## config.mk

```make
export PLATFORM = sky130hd
export DESIGN_NAME = pixel_hit_buffer
export DESIGN_NICKNAME = d
export VERILOG_FILES = /design/src/rtl/pixbuf_pkg.sv /design/src/rtl/pixel_cell.sv /design/src/rtl/token_scan.sv /design/src/rtl/pixel_hit_buffer.sv
export SDC_FILE = /design/constraint.sdc
export NUM_CORES = 1
export LEC_CHECK = 0
export BUFFER_PORTS_ARGS = -buffer_cell sky130_fd_sc_hd__buf_2
export CAP_MARGIN = 10
export CORE_MARGIN = 2
export CORE_UTILIZATION = 50
export CTS_BUF_LIST = sky130_fd_sc_hd__clkbuf_2 sky130_fd_sc_hd__clkbuf_4 sky130_fd_sc_hd__clkbuf_8
export DETAILED_ROUTE_END_ITERATION = 8
export HOLD_SLACK_MARGIN = 0.1
export PLACE_DENSITY = 0.78
export SYNTH_ARGS = -nofsm -noshare
export SYNTH_HDL_FRONTEND = slang
export SYNTH_SLANG_ARGS = --single-unit
export TNS_END_PERCENT = 20
```

## constraint.sdc

```tcl
create_clock -name clk -period 4.5 [get_ports clk]
set_clock_uncertainty 0.05 [all_clocks]
set_input_delay 0.675 -clock clk [delete_from_list [all_inputs] [get_ports clk]]
set_output_delay 0.675 -clock clk [all_outputs]
set_load 0.01 [all_outputs]
```

## src/rtl/pixbuf_pkg.sv

```systemverilog
package pixbuf_pkg;
    localparam int TS_W   = 8;
    localparam int ADDR_W = 8;
    localparam int SLOTS  = 2;
    localparam int CNT_W  = $clog2(SLOTS + 1);

    typedef enum logic [1:0] {
        PH_IDLE  = 2'd0,
        PH_TRAIN = 2'd1,
        PH_DRAIN = 2'd2
    } phase_e;

    typedef struct packed {
        logic [CNT_W-1:0] cnt;
        logic             ovf;
        logic [TS_W-1:0]  ts1;
        logic [TS_W-1:0]  ts0;
    } cell_t;

    typedef struct packed {
        logic              valid;
        logic [ADDR_W-1:0] addr;
        logic [TS_W-1:0]   stamp;
        logic              ovf;
        logic              last;
    } word_t;

    function automatic logic [TS_W-1:0] slot_pick(cell_t c, logic sel);
        return sel ? c.ts1 : c.ts0;
    endfunction
endpackage

```

## src/rtl/pixel_cell.sv

```systemverilog
module pixel_cell
    import pixbuf_pkg::*;
(
    input  logic            clk,
    input  logic            rst,
    input  logic            clr,
    input  logic            cap_en,
    input  logic            xing_new,
    input  logic            hit,
    input  logic [TS_W-1:0] stamp,
    output cell_t           st
);
    logic taken;
    logic cap_req;

    assign cap_req = cap_en && hit && (xing_new || !taken);

    always_ff @(posedge clk) begin
        if (rst || clr) begin
            st    <= '0;
            taken <= 1'b0;
        end else begin
            if (xing_new) taken <= 1'b0;
            if (cap_req) begin
                taken <= 1'b1;
                if (st.cnt == CNT_W'(0)) begin
                    st.ts0 <= stamp;
                    st.cnt <= CNT_W'(1);
                end else if (st.cnt == CNT_W'(1)) begin
                    st.ts1 <= stamp;
                    st.cnt <= CNT_W'(2);
                end else begin
                    st.ovf <= 1'b1;
                end
            end
        end
    end

    p_cnt_bound_r3: assert property (@(posedge clk) disable iff (rst)
        st.cnt <= CNT_W'(SLOTS));
    p_ovf_sticky_r3: assert property (@(posedge clk) disable iff (rst)
        st.ovf && !clr |=> st.ovf);
    p_ovf_when_full_r3: assert property (@(posedge clk) disable iff (rst)
        $rose(st.ovf) |-> $past(st.cnt) == CNT_W'(SLOTS));
    p_frozen_r7: assert property (@(posedge clk) disable iff (rst)
        !cap_en && !clr |=> $stable(st));
endmodule

```

## src/rtl/token_scan.sv

```systemverilog
module token_scan #(
    parameter int NPIX = 16,
    localparam int IW  = (NPIX > 1) ? $clog2(NPIX) : 1,
    localparam int PW  = $clog2(NPIX + 1)
) (
    input  logic [NPIX-1:0] occ,
    input  logic [PW-1:0]   from,
    output logic            found,
    output logic [IW-1:0]   idx,
    output logic            more
);
    always_comb begin
        found = 1'b0;
        idx   = '0;
        for (int i = NPIX - 1; i >= 0; i--) begin
            if (occ[i] && (i >= int'(from))) begin
                found = 1'b1;
                idx   = IW'(i);
            end
        end
        more = 1'b0;
        for (int i = 0; i < NPIX; i++) begin
            if (found && occ[i] && (i > int'(idx))) more = 1'b1;
        end
    end
endmodule

```

## src/rtl/pixel_hit_buffer.sv

```systemverilog
module pixel_hit_buffer
    import pixbuf_pkg::*;
#(
    parameter int NPIX = 16,
    parameter int BX_W = 12
) (
    input  logic              clk,
    input  logic              rst,
    input  logic              train_start,
    input  logic              train_end,
    input  logic [BX_W-1:0]   bx_num,
    input  logic [NPIX-1:0]   hit,
    output logic              busy,
    output logic              rd_valid,
    output logic [ADDR_W-1:0] rd_addr,
    output logic [TS_W-1:0]   rd_stamp,
    output logic              rd_ovf,
    output logic              rd_last
);
    localparam int IW = (NPIX > 1) ? $clog2(NPIX) : 1;
    localparam int PW = $clog2(NPIX + 1);

    phase_e          phase;
    logic [PW-1:0]   ptr;
    logic            sel;
    logic [BX_W-1:0] bx_prev;
    word_t           word_q;

    logic            start_ok, cap_en, xing_new;
    logic [NPIX-1:0] occ;
    cell_t           cells [NPIX];
    logic            found, more;
    logic [IW-1:0]   idx;
    cell_t           cur;
    logic            pix_done, is_last;

    assign start_ok = train_start && (phase != PH_DRAIN);
    assign cap_en   = (phase == PH_TRAIN);
    assign xing_new = (bx_num != bx_prev);

    for (genvar g = 0; g < NPIX; g++) begin : g_pix
        pixel_cell u_cell (
            .clk      (clk),
            .rst      (rst),
            .clr      (start_ok),
            .cap_en   (cap_en),
            .xing_new (xing_new),
            .hit      (hit[g]),
            .stamp    (bx_num[TS_W-1:0]),
            .st       (cells[g])
        );
        assign occ[g] = (cells[g].cnt != '0);
    end

    token_scan #(.NPIX(NPIX)) u_scan (
        .occ   (occ),
        .from  (ptr),
        .found (found),
        .idx   (idx),
        .more  (more)
    );

    assign cur      = cells[idx];
    assign pix_done = (cur.cnt == CNT_W'(1)) || sel;
    assign is_last  = pix_done && !more;

    always_ff @(posedge clk) begin
        if (rst) begin
            phase   <= PH_IDLE;
            ptr     <= '0;
            sel     <= 1'b0;
            bx_prev <= '0;
            word_q  <= '0;
        end else begin
            bx_prev <= bx_num;
            word_q  <= '0;
            case (phase)
                PH_IDLE, PH_TRAIN: begin
                    if (start_ok) begin
                        phase <= PH_TRAIN;
                    end else if (train_end) begin
                        phase <= PH_DRAIN;
                        ptr   <= '0;
                        sel   <= 1'b0;
                    end
                end
                PH_DRAIN: begin
                    if (!found) begin
                        phase <= PH_IDLE;
                    end else begin
                        word_q.valid <= 1'b1;
                        word_q.addr  <= ADDR_W'(idx);
                        word_q.stamp <= slot_pick(cur, sel);
                        word_q.ovf   <= cur.ovf;
                        word_q.last  <= is_last;
                        if (pix_done) begin
                            ptr <= PW'(idx) + PW'(1);
                            sel <= 1'b0;
                        end else begin
                            sel <= 1'b1;
                        end
                        if (is_last) phase <= PH_IDLE;
                    end
                end
                default: phase <= PH_IDLE;
            endcase
        end
    end

    assign busy     = (phase == PH_DRAIN);
    assign rd_valid = word_q.valid;
    assign rd_addr  = word_q.addr;
    assign rd_stamp = word_q.stamp;
    assign rd_ovf   = word_q.ovf;
    assign rd_last  = word_q.last;

    p_valid_from_drain_r5: assert property (@(posedge clk) disable iff (rst)
        rd_valid |-> $past(phase) == PH_DRAIN);
    p_addr_ascending_r5: assert property (@(posedge clk) disable iff (rst)
        rd_valid && $past(rd_valid) |-> rd_addr >= $past(rd_addr));
    p_last_has_valid_r6: assert property (@(posedge clk) disable iff (rst)
        rd_last |-> rd_valid && !busy);
    p_quiet_after_last_r6: assert property (@(posedge clk) disable iff (rst)
        rd_last |=> !rd_valid);
    p_addr_in_range_r8: assert property (@(posedge clk) disable iff (rst)
        rd_valid |-> int'(rd_addr) < NPIX);
endmodule

```

==> flow_summary.ini, run 1 <==
[cells_and_area]
fillers = 2764
instances_no_fill = 2447
layout_commonest_cell = dfxtp_1
fin_util_pct = 57.1
diodes = 0
nNetsFinal = 2034
layout-drive-gt1-share_pct = 12.0
mostFrequentLayoutCells = dfxtp_1, nand2_1, nor2_1
stdcell_area_um2 = 18100
area_growth_pct = 12.0

[logic_synthesis]
synth_edf_count = 0
netlist_area_um2 = 16100
synthMuxAreaShare_pct = 11.7
synthAdderAreaFrac_pct = 0.233
yosysWarningCount = 0
synth_simple_gate_area_share_pct = 23.6
yosys_most_used_dff = dfxtp_1
syn_inst = 1982
ys_ff_latch = 355
seq_area_frac_synth_pct = 44.1
ys_async_sr_fraction_pct = 0
synth_top_family_by_area = simple AND/OR/NAND/NOR gates
synth_compound_area_share_pct = 14.2
ys_types = 76
synth-xor-area-share_pct = 1.58
syn_avg_cell_area_um2 = 8.13

[clocking]
worstSkewPairLatency_ps = 640
htree_levels = 2
cts_num_sinks = 355
cts_buffer_depth = 3
cts_made_buffers = 58
hold_buffers = 0
cts_root_buffer = clkbuf_8
cts_tree = done
post_cts_resized = 0
cts.clk_slew.worst_paths_ps = 60
post-cts-setup-buffers = 0

[placed_design]
dp_hpwl_um = 31500
gp_congestion = 0.979
post-place-ws_ps = 437
dp.cells = 2341
place_area_um2 = 16700
io_buffers = 47

[global_route]
antenna_found_initial = 1
grt_pass1_wl_um = 75000
use_met1_pct = 37.4
use_met3_pct = 5.41
use_met2_pct = 44.1
grt_pass1_vias = 13700
grt.overflow.total = 0
grt_use_total_pct = 28.1
grt_max_degree = 107
top_usage_layer = met2

[power]
power_frac_seq_pct = 42.9
p_int_mw = 5.34
p_switching_mw = 2.16
p_per_area_nw_per_um2 = 415
p_leak_nw = 6.54
power.total_mw = 7.50
swShare_pct = 28.8
combPwrFrac_pct = 15.9
p_clk_share_pct = 41.3
ir_drop_uv = 255

[min_path]
min_path_type = in -> reg

[sta]
slew_headroom_pct = 38.7
max_freq_ghz = 0.242
setup_ws_ps = 372
setup_tns_ps = 0
worst_pin_slew_ps = 915
setup_viol = 0
final_hold_viol_count = 0
layout_min_cycle_time_ps = 4130
slew_violations = 0
final.period_utilization_pct = 91.7
rsz0062_at_grt = false
whs_ps = 232

[floorplanning]
dieHeight_um = 184
start_util_pct = 51.0
ios = 52
row_count = 65
die_w_um = 184
die_area_um2 = 33700
fp.coreArea_um2 = 31600

[critical_path]
crit_family = compound AO/OA/AOI/OAI gates
cpMaxStageDelayCell = dfxtp_1
required_ps = 4960
cp-end-kind = flip-flop
slowest_delay_ps = 610
arrival_ps = 4590
path_cells = nor2_1 -> or3_1 -> a222oi_1 -> o311a_2 -> nor3_4 -> inv_4 -> buf_12 -> a31oi_1 -> a211oi_1 -> o32ai_4 -> o2bb2ai_2 -> a22o_1
criticalPathCategory = reg -> reg
startpoint_type = flip-flop
crit_fanout = 106
cp.buffers_inverters = 2

[routing]
antenna_left = 0
drc = 0
drt_pre_antenna_iters = 6
drt_iter0_markers = 1478
wl_per_cell_um = 19.5
avgViaCountPerCell = 5.96
finalWirelength_um = 47800
via_count = 14600

[status]
outcome = completed

[flow_run]
maxCapViolations = 0
==> logic make-up (layout without fill, tap and decap cells) <==
kind of cell | count (synthesis) | in the layout
simple gates | 869 | 869
compound gates | 367 | 367
flops | 355 | 355
mux | 188 | 188
buf+inv | 170 | 230
xor+xnor | 29 | 29
fa+ha+maj | 3 | 3
other cells | 1 | 4
==> sequential cells by signal, indices dropped and copies added, names as in the netlist <==
register	flops
g_pix.u_cell.st	304
g_pix.u_cell.taken	16
bx_prev	12
rd_stamp	8
ptr	5
rd_addr	4
phase	2
rd_last	1
rd_ovf	1
rd_valid	1
sel	1
==> power by group through the flow <==
stage / logic [mW] / clock network [mW] / registers (mW)
floorplan: 0.802 / 0 / 3.27
global placement: 1.14 / 0 / 3.28
detailed placement: 1.15 / 0 / 3.28
CTS: 1.16 / 3.13 / 3.21
global route: 1.25 / 3.28 / 3.22
finish: 1.19 / 3.10 / 3.21
==> cells in the mapped netlist (all sizes together) (4+ instances only) <==
library cell / n / area (um2)
nand2: 327 / 1230
a21oi: 228 / 1140
o211ai: 6 / 45.0
nand4: 4 / 25.0
inv: 24 / 92.6
o211a: 16 / 160
nor2b: 14 / 87.6
nand3: 210 / 1060
or2: 4 / 25.0
a22o: 12 / 105
mux2i: 188 / 1880
a31oi: 4 / 25.0
nor2: 249 / 942
buf: 34 / 223
xnor2: 29 / 254
nor4: 5 / 52.6
dfxtp: 355 / 7110
a211oi: 9 / 85.1
o221ai: 17 / 149
nor3: 26 / 186
clkbuf: 112 / 420
o21ai: 31 / 163
nand2b: 18 / 113
and3: 4 / 25.0
==> routing by layer <==
metal,part of all wire (%),up-vias
li1,-,6868
met1,42,6907
met2,44,674
met3,9.0,143
met4,4.6,0
met5,0,-
==> worst paths after layout <==
| check | start | to | slack (ps) | cells past startpoint |
|---|---|---|---|---|
| max | g_pix[14].u_cell.st[17]$_SDFFE_PP0P_ | ptr[2]$_SDFFE_PP0P_ | 370 | 12 |
| min | bx_num[8] | bx_prev[8]$_SDFF_PP0_ | 230 | 2 |
| max reg2reg | g_pix[14].u_cell.st[17]$_SDFFE_PP0P_ | ptr[2]$_SDFFE_PP0P_ | 370 | 12 |
| min reg2reg | g_pix[13].u_cell.st[10]$_SDFFE_PP0P_ | g_pix[13].u_cell.st[10]$_SDFFE_PP0P_ | 410 | 2 |
==> layout make-up <==
cell class	count	area, um2	area share [%]
Clock buffer	98	1240	6.88
Clock inverter	8	78.8	0.436
Inverter	24	92.6	0.513
Multi-Input combinational cell	1460	8310	46.0
Sequential cell	355	7110	39.4
Tap cell	402	503	2.79
Timing Repair Buffer	100	721	3.99
Power figures use the tool's default switching activity.
==> run 2: changes to the inputs <==
--- a/config.mk
+++ b/config.mk
@@ -7,6 +7,7 @@
 export LEC_CHECK = 0
 export BUFFER_PORTS_ARGS = -buffer_cell sky130_fd_sc_hd__buf_2
 export CAP_MARGIN = 10
+export CORE_ASPECT_RATIO = 0.8
 export CORE_MARGIN = 2
 export CORE_UTILIZATION = 50
 export CTS_BUF_LIST = sky130_fd_sc_hd__clkbuf_2 sky130_fd_sc_hd__clkbuf_4 sky130_fd_sc_hd__clkbuf_8
==> run 2 against run 1 <==
  * Largest cell class unchanged
  * Sequential share of layout area is 0.054 points lower
  * Highest routed layer is now met5
  * Critical path depth is 4 higher
  * Final cell count grew 0.98%
  * Hold slack improved by 22 ps
  * Combinational power hardly changed
==> flow_summary.ini, run 2 (synthesis gave the netlist of run 1 again) <==
[cells_and_area]
layout-drive-gt1-share_pct = 12.3
nNetsFinal = 2043
fin_util_pct = 57.3
top_register = g_pix.u_cell.st
fillers = 2813
diodes = 0
largest_register_ffs = 304
area_growth_pct = 12.2
stdcell_area_um2 = 18100
largestRegisters = g_pix.u_cell.st: 304 flops, g_pix.u_cell.taken: 16 flops, bx_prev: 12 flops
mostFrequentLayoutCells = dfxtp_1, nand2_1, nor2_1
layout_commonest_cell = dfxtp_1

[sta]
worst_pin_slew_ps = 956
layout_min_cycle_time_ps = 4100
whs_ps = 254
final.period_utilization_pct = 91.0
setup_viol = 0
slew_violations = 0
rsz0062_at_grt = false
slew_headroom_pct = 35.4
max_freq_ghz = 0.244
setup_tns_ps = 0
final_hold_viol_count = 0

[power]
power.total_mw = 7.48
p_per_area_nw_per_um2 = 414
p_clk_share_pct = 41.0
p_leak_nw = 6.57
p_switching_mw = 2.19
swShare_pct = 29.2
combPwrFrac_pct = 16.1
ir_drop_uv = 251
p_int_mw = 5.29
power_frac_seq_pct = 42.9

[global_route]
grt_max_degree = 140
grt_pass1_wl_um = 77300
antenna_found_initial = 1
grt_use_total_pct = 29.5
grt.overflow.total = 0
grt_pass1_vias = 13600

[critical_path]
criticalPathCategory = reg -> reg
required_ps = 4940
startpoint_type = flip-flop
crit_fanout = 15
cp-end-kind = flip-flop
arrival_ps = 4540

[routing]
finalWirelength_um = 50700
via_count = 14700
antenna_left = 0
drt_pre_antenna_iters = 6
avgViaCountPerCell = 5.95
drc = 0
drt_iter0_markers = 1536
wl_per_cell_um = 20.5

[flow_run]
maxCapViolations = 0

[status]
outcome = completed

[floorplanning]
die_area_um2 = 33700
ios = 52
die_w_um = 205
start_util_pct = 51.1
fp.coreArea_um2 = 31600
row_count = 58
dieHeight_um = 165

[clocking]
cts_made_buffers = 53
post_cts_resized = 0
cts_buffer_depth = 3
worstSkewPairLatency_ps = 630
cts.clk_slew.worst_paths_ps = 60
cts_num_sinks = 355
cts_tree = done
cts_root_buffer = clkbuf_8
post-cts-setup-buffers = 0
hold_buffers = 0
htree_levels = 2

[min_path]
min_path_type = in -> reg

[placed_design]
place_area_um2 = 16800
gp_congestion = 0.982
io_buffers = 47
dp_hpwl_um = 33900
==> run 2: area by class of cell <==
class / count / area [um2] / area share, %
clock buffer: 79 / 1020 / 5.63
clock inverter: 19 / 238 / 1.31
inverter: 24 / 92.6 / 0.512
tap: 420 / 526 / 2.91
sequential: 355 / 7110 / 39.3
timing repair buffer: 114 / 788 / 4.36
multi-input combinational: 1460 / 8310 / 46.0
==> run 2: metrics by stage <==
stage | worst slack (ps) | std cells
6_report | 403 | 2471
5_1_grt | 134 | 2471
4_1_cts | 534 | 2471
3_5_place_dp | 547 | 2373
3_3_place_gp | 519 | 2373
2_1_floorplan | 799 | 1985
==> run 2: worst paths after layout <==
path,from,end,slack (ps),depth (start not counted)
worst max-delay path,ptr[4]$_SDFFE_PP0P_,phase[1]$_SDFFE_PP0P_,400,16
worst max register to register,ptr[4]$_SDFFE_PP0P_,phase[1]$_SDFFE_PP0P_,400,16
worst min register to register,g_pix[15].u_cell.st[11]$_SDFFE_PP0P_,g_pix[15].u_cell.st[11]$_SDFFE_PP0P_,410,2
worst min-delay path,hit[9],g_pix[9].u_cell.taken$_SDFFE_PP0P_,250,3
==> run 2: critical path, cell delays in order, from the launching register on <==
cell and delay [ps]:
dfxtp_1 470, nor4_1 750, o21a_1 320, a31oi_1 110, o311a_2 240, nor3_4 260
buf_4 270, ha_1 200, nor2_1 60, o21ai_0 80, o211ai_1 140, o31ai_1 210
a21oi_1 80, o41ai_2 340, nand4_1 160, o21ai_1 150, o41ai_1 80
==> run 2: power by group through the flow <==
stage	logic, mW	registers [mW]	clock network (mW)
3_5_place_dp	1.16	3.28	0
4_1_cts	1.17	3.21	3.10
5_1_grt	1.27	3.21	3.23
2_1_floorplan	0.802	3.27	0
3_3_place_gp	1.16	3.28	0
6_report	1.21	3.21	3.06
==> run 2: routing by layer <==
layer | global-route usage, % | vias up | routed length, um
li1 | - | 6882 | -
met1 | 42.0 | 6923 | 22200
met2 | 42.2 | 771 | 21100
met3 | 8.56 | 121 | 5910
met4 | 10.3 | 2 | 1510
met5 | 0 | - | 13
==> run 3: changes to the inputs <==
--- a/config.mk
+++ b/config.mk
@@ -10,7 +10,7 @@
 export CORE_ASPECT_RATIO = 0.8
 export CORE_MARGIN = 2
 export CORE_UTILIZATION = 50
-export CTS_BUF_LIST = sky130_fd_sc_hd__clkbuf_2 sky130_fd_sc_hd__clkbuf_4 sky130_fd_sc_hd__clkbuf_8
+export CTS_BUF_LIST = sky130_fd_sc_hd__clkbuf_16
 export DETAILED_ROUTE_END_ITERATION = 8
 export HOLD_SLACK_MARGIN = 0.1
 export PLACE_DENSITY = 0.78
==> run 3 against run 2 <==
  * Global-route usage increased by 0.11 points
  * Power down 3.3%
  * First-iteration DRC count grew 5.6%
  * Sequential power is essentially flat
  * Final cell count shrank 1.4%
  * Largest power group unchanged
  * Utilization decreased by 0.55 points
  * Non-clock buffer count unchanged
  * Clock power is 7.8% lower
  * Cell area fell by 0.96%
  * Setup slack got worse by 12 ps
  * Register-to-register slack is essentially flat
  * Sequential share of layout area is 0.38 points higher
==> flow_summary.ini, run 3 (synthesis gave the netlist of run 1 again) <==
[placed_design]
io_buffers = 47
gp_congestion = 0.982
dp_hpwl_um = 33900
post-place-ws_ps = 547
dp.cells = 2373
place_area_um2 = 16800

[cells_and_area]
layout-drive-gt1-share_pct = 9.78
mostFrequentLayoutCells = dfxtp_1, nand2_1, nor2_1
largestRegisters = g_pix.u_cell.st: 304 flops, g_pix.u_cell.taken: 16 flops, bx_prev: 12 flops
top_register = g_pix.u_cell.st
instances_no_fill = 2436
nNetsFinal = 2026
fin_util_pct = 56.7
largest_register_ffs = 304
area_growth_pct = 11.1
layout_commonest_cell = dfxtp_1
stdcell_area_um2 = 17900
fillers = 2806

[power]
ir_drop_uv = 243
p_leak_nw = 6.48
power.total_mw = 7.23
p_per_area_nw_per_um2 = 404

[routing]
wl_met2_um = 21300
route.top_layer_used = met4
drt_pre_antenna_iters = 6
wl_per_cell_um = 20.8
avgViaCountPerCell = 6.04
finalWirelength_um = 50600
wl_met1_um = 22100
drc = 0
drt_iter0_markers = 1622
dr_wl_met3_um = 5670
via_count = 14700
antenna_left = 0

[sta]
rsz0062_at_grt = false
worst_pin_slew_ps = 925
setup_ws_ps = 391
layout_min_cycle_time_ps = 4110
slew_headroom_pct = 37.4
slew_violations = 0
whs_ps = 329
final_hold_viol_count = 0
setup_tns_ps = 0
max_freq_ghz = 0.243
final.period_utilization_pct = 91.3
setup_viol = 0

[global_route]
grt_pass1_vias = 13500
grt_max_degree = 140
antenna_found_initial = 0
grt_pass1_wl_um = 77500
grt.overflow.total = 0
grt_use_total_pct = 29.6

[status]
outcome = completed

[clocking]
cts_num_sinks = 355
htree_levels = 2
cts_tree = done
post_cts_resized = 0
post-cts-setup-buffers = 0
hold_buffers = 0
cts_root_buffer = clkbuf_16
worstSkewPairLatency_ps = 550
cts.clk_slew.worst_paths_ps = 60
cts_made_buffers = 36
cts_buffer_depth = 3

[floorplanning]
row_count = 58
die_area_um2 = 33700
ios = 52
start_util_pct = 51.1
die_w_um = 205
dieHeight_um = 165
fp.coreArea_um2 = 31600

[critical_path]
r2r_cells = 16
required_ps = 4850
crit_fanout = 15
cp-end-kind = flip-flop
criticalPathCategory = reg -> reg
startpoint_type = flip-flop
arrival_ps = 4460

[min_path]
hold_depth = 3
min_path_type = in -> reg

[flow_run]
maxCapViolations = 0
[run 3: final cells by class]
| class | count | area [um2] | share of cell area [%] |
|---|---|---|---|
| clock buffers | 36 | 901 | 5.03 |
| flip-flops and latches | 355 | 7110 | 39.7 |
| diodes | 1 | 2.50 | 0.0140 |
| multi-input cells | 1460 | 8310 | 46.4 |
| inverters | 24 | 92.6 | 0.517 |
| repair buffers | 114 | 788 | 4.40 |
| well taps | 420 | 526 | 2.93 |
| clock inverters | 26 | 179 | 0.999 |
[run 3: final timing paths]
check,slack [ps],startpoint,to
min reg2reg,410,g_pix[15].u_cell.st[15]$_SDFFE_PP0P_,g_pix[15].u_cell.st[15]$_SDFFE_PP0P_
max reg2reg,390,ptr[4]$_SDFFE_PP0P_,phase[1]$_SDFFE_PP0P_
max,390,ptr[4]$_SDFFE_PP0P_,phase[1]$_SDFFE_PP0P_
min,330,hit[9],g_pix[9].u_cell.taken$_SDFFE_PP0P_
[run 3: worst max-delay path: stages (launching register included)]
cell and delay [ps]:
dfxtp_1 460, nor4_1 730, o21a_1 330, a31oi_1 110, o311a_2 240, nor3_4 260, buf_4 270, ha_1 200
nor2_1 60, o21ai_0 90, o211ai_1 140, o31ai_1 210, a21oi_1 80, o41ai_2 340, nand4_1 150, o21ai_1 150
o41ai_1 80
[run 3: routing by layer]
metal / vias up / global-route usage [%]
met4: 0 / 9.35
met1: 6999 / 42.5
li1: 6844 / -
met5: - / 0
met2: 744 / 43.6
met3: 121 / 7.22
[run 3: report_power, final]
group | leakage (nW) | switching [mW] | total [mW] | internal, mW
registers | 2.87 | 0.0291 | 3.21 | 3.18
logic | 3.04 | 0.845 | 1.21 | 0.363
clock network | 0.578 | 1.25 | 2.82 | 1.57
total | 6.48 | 2.12 | 7.23 | 5.11
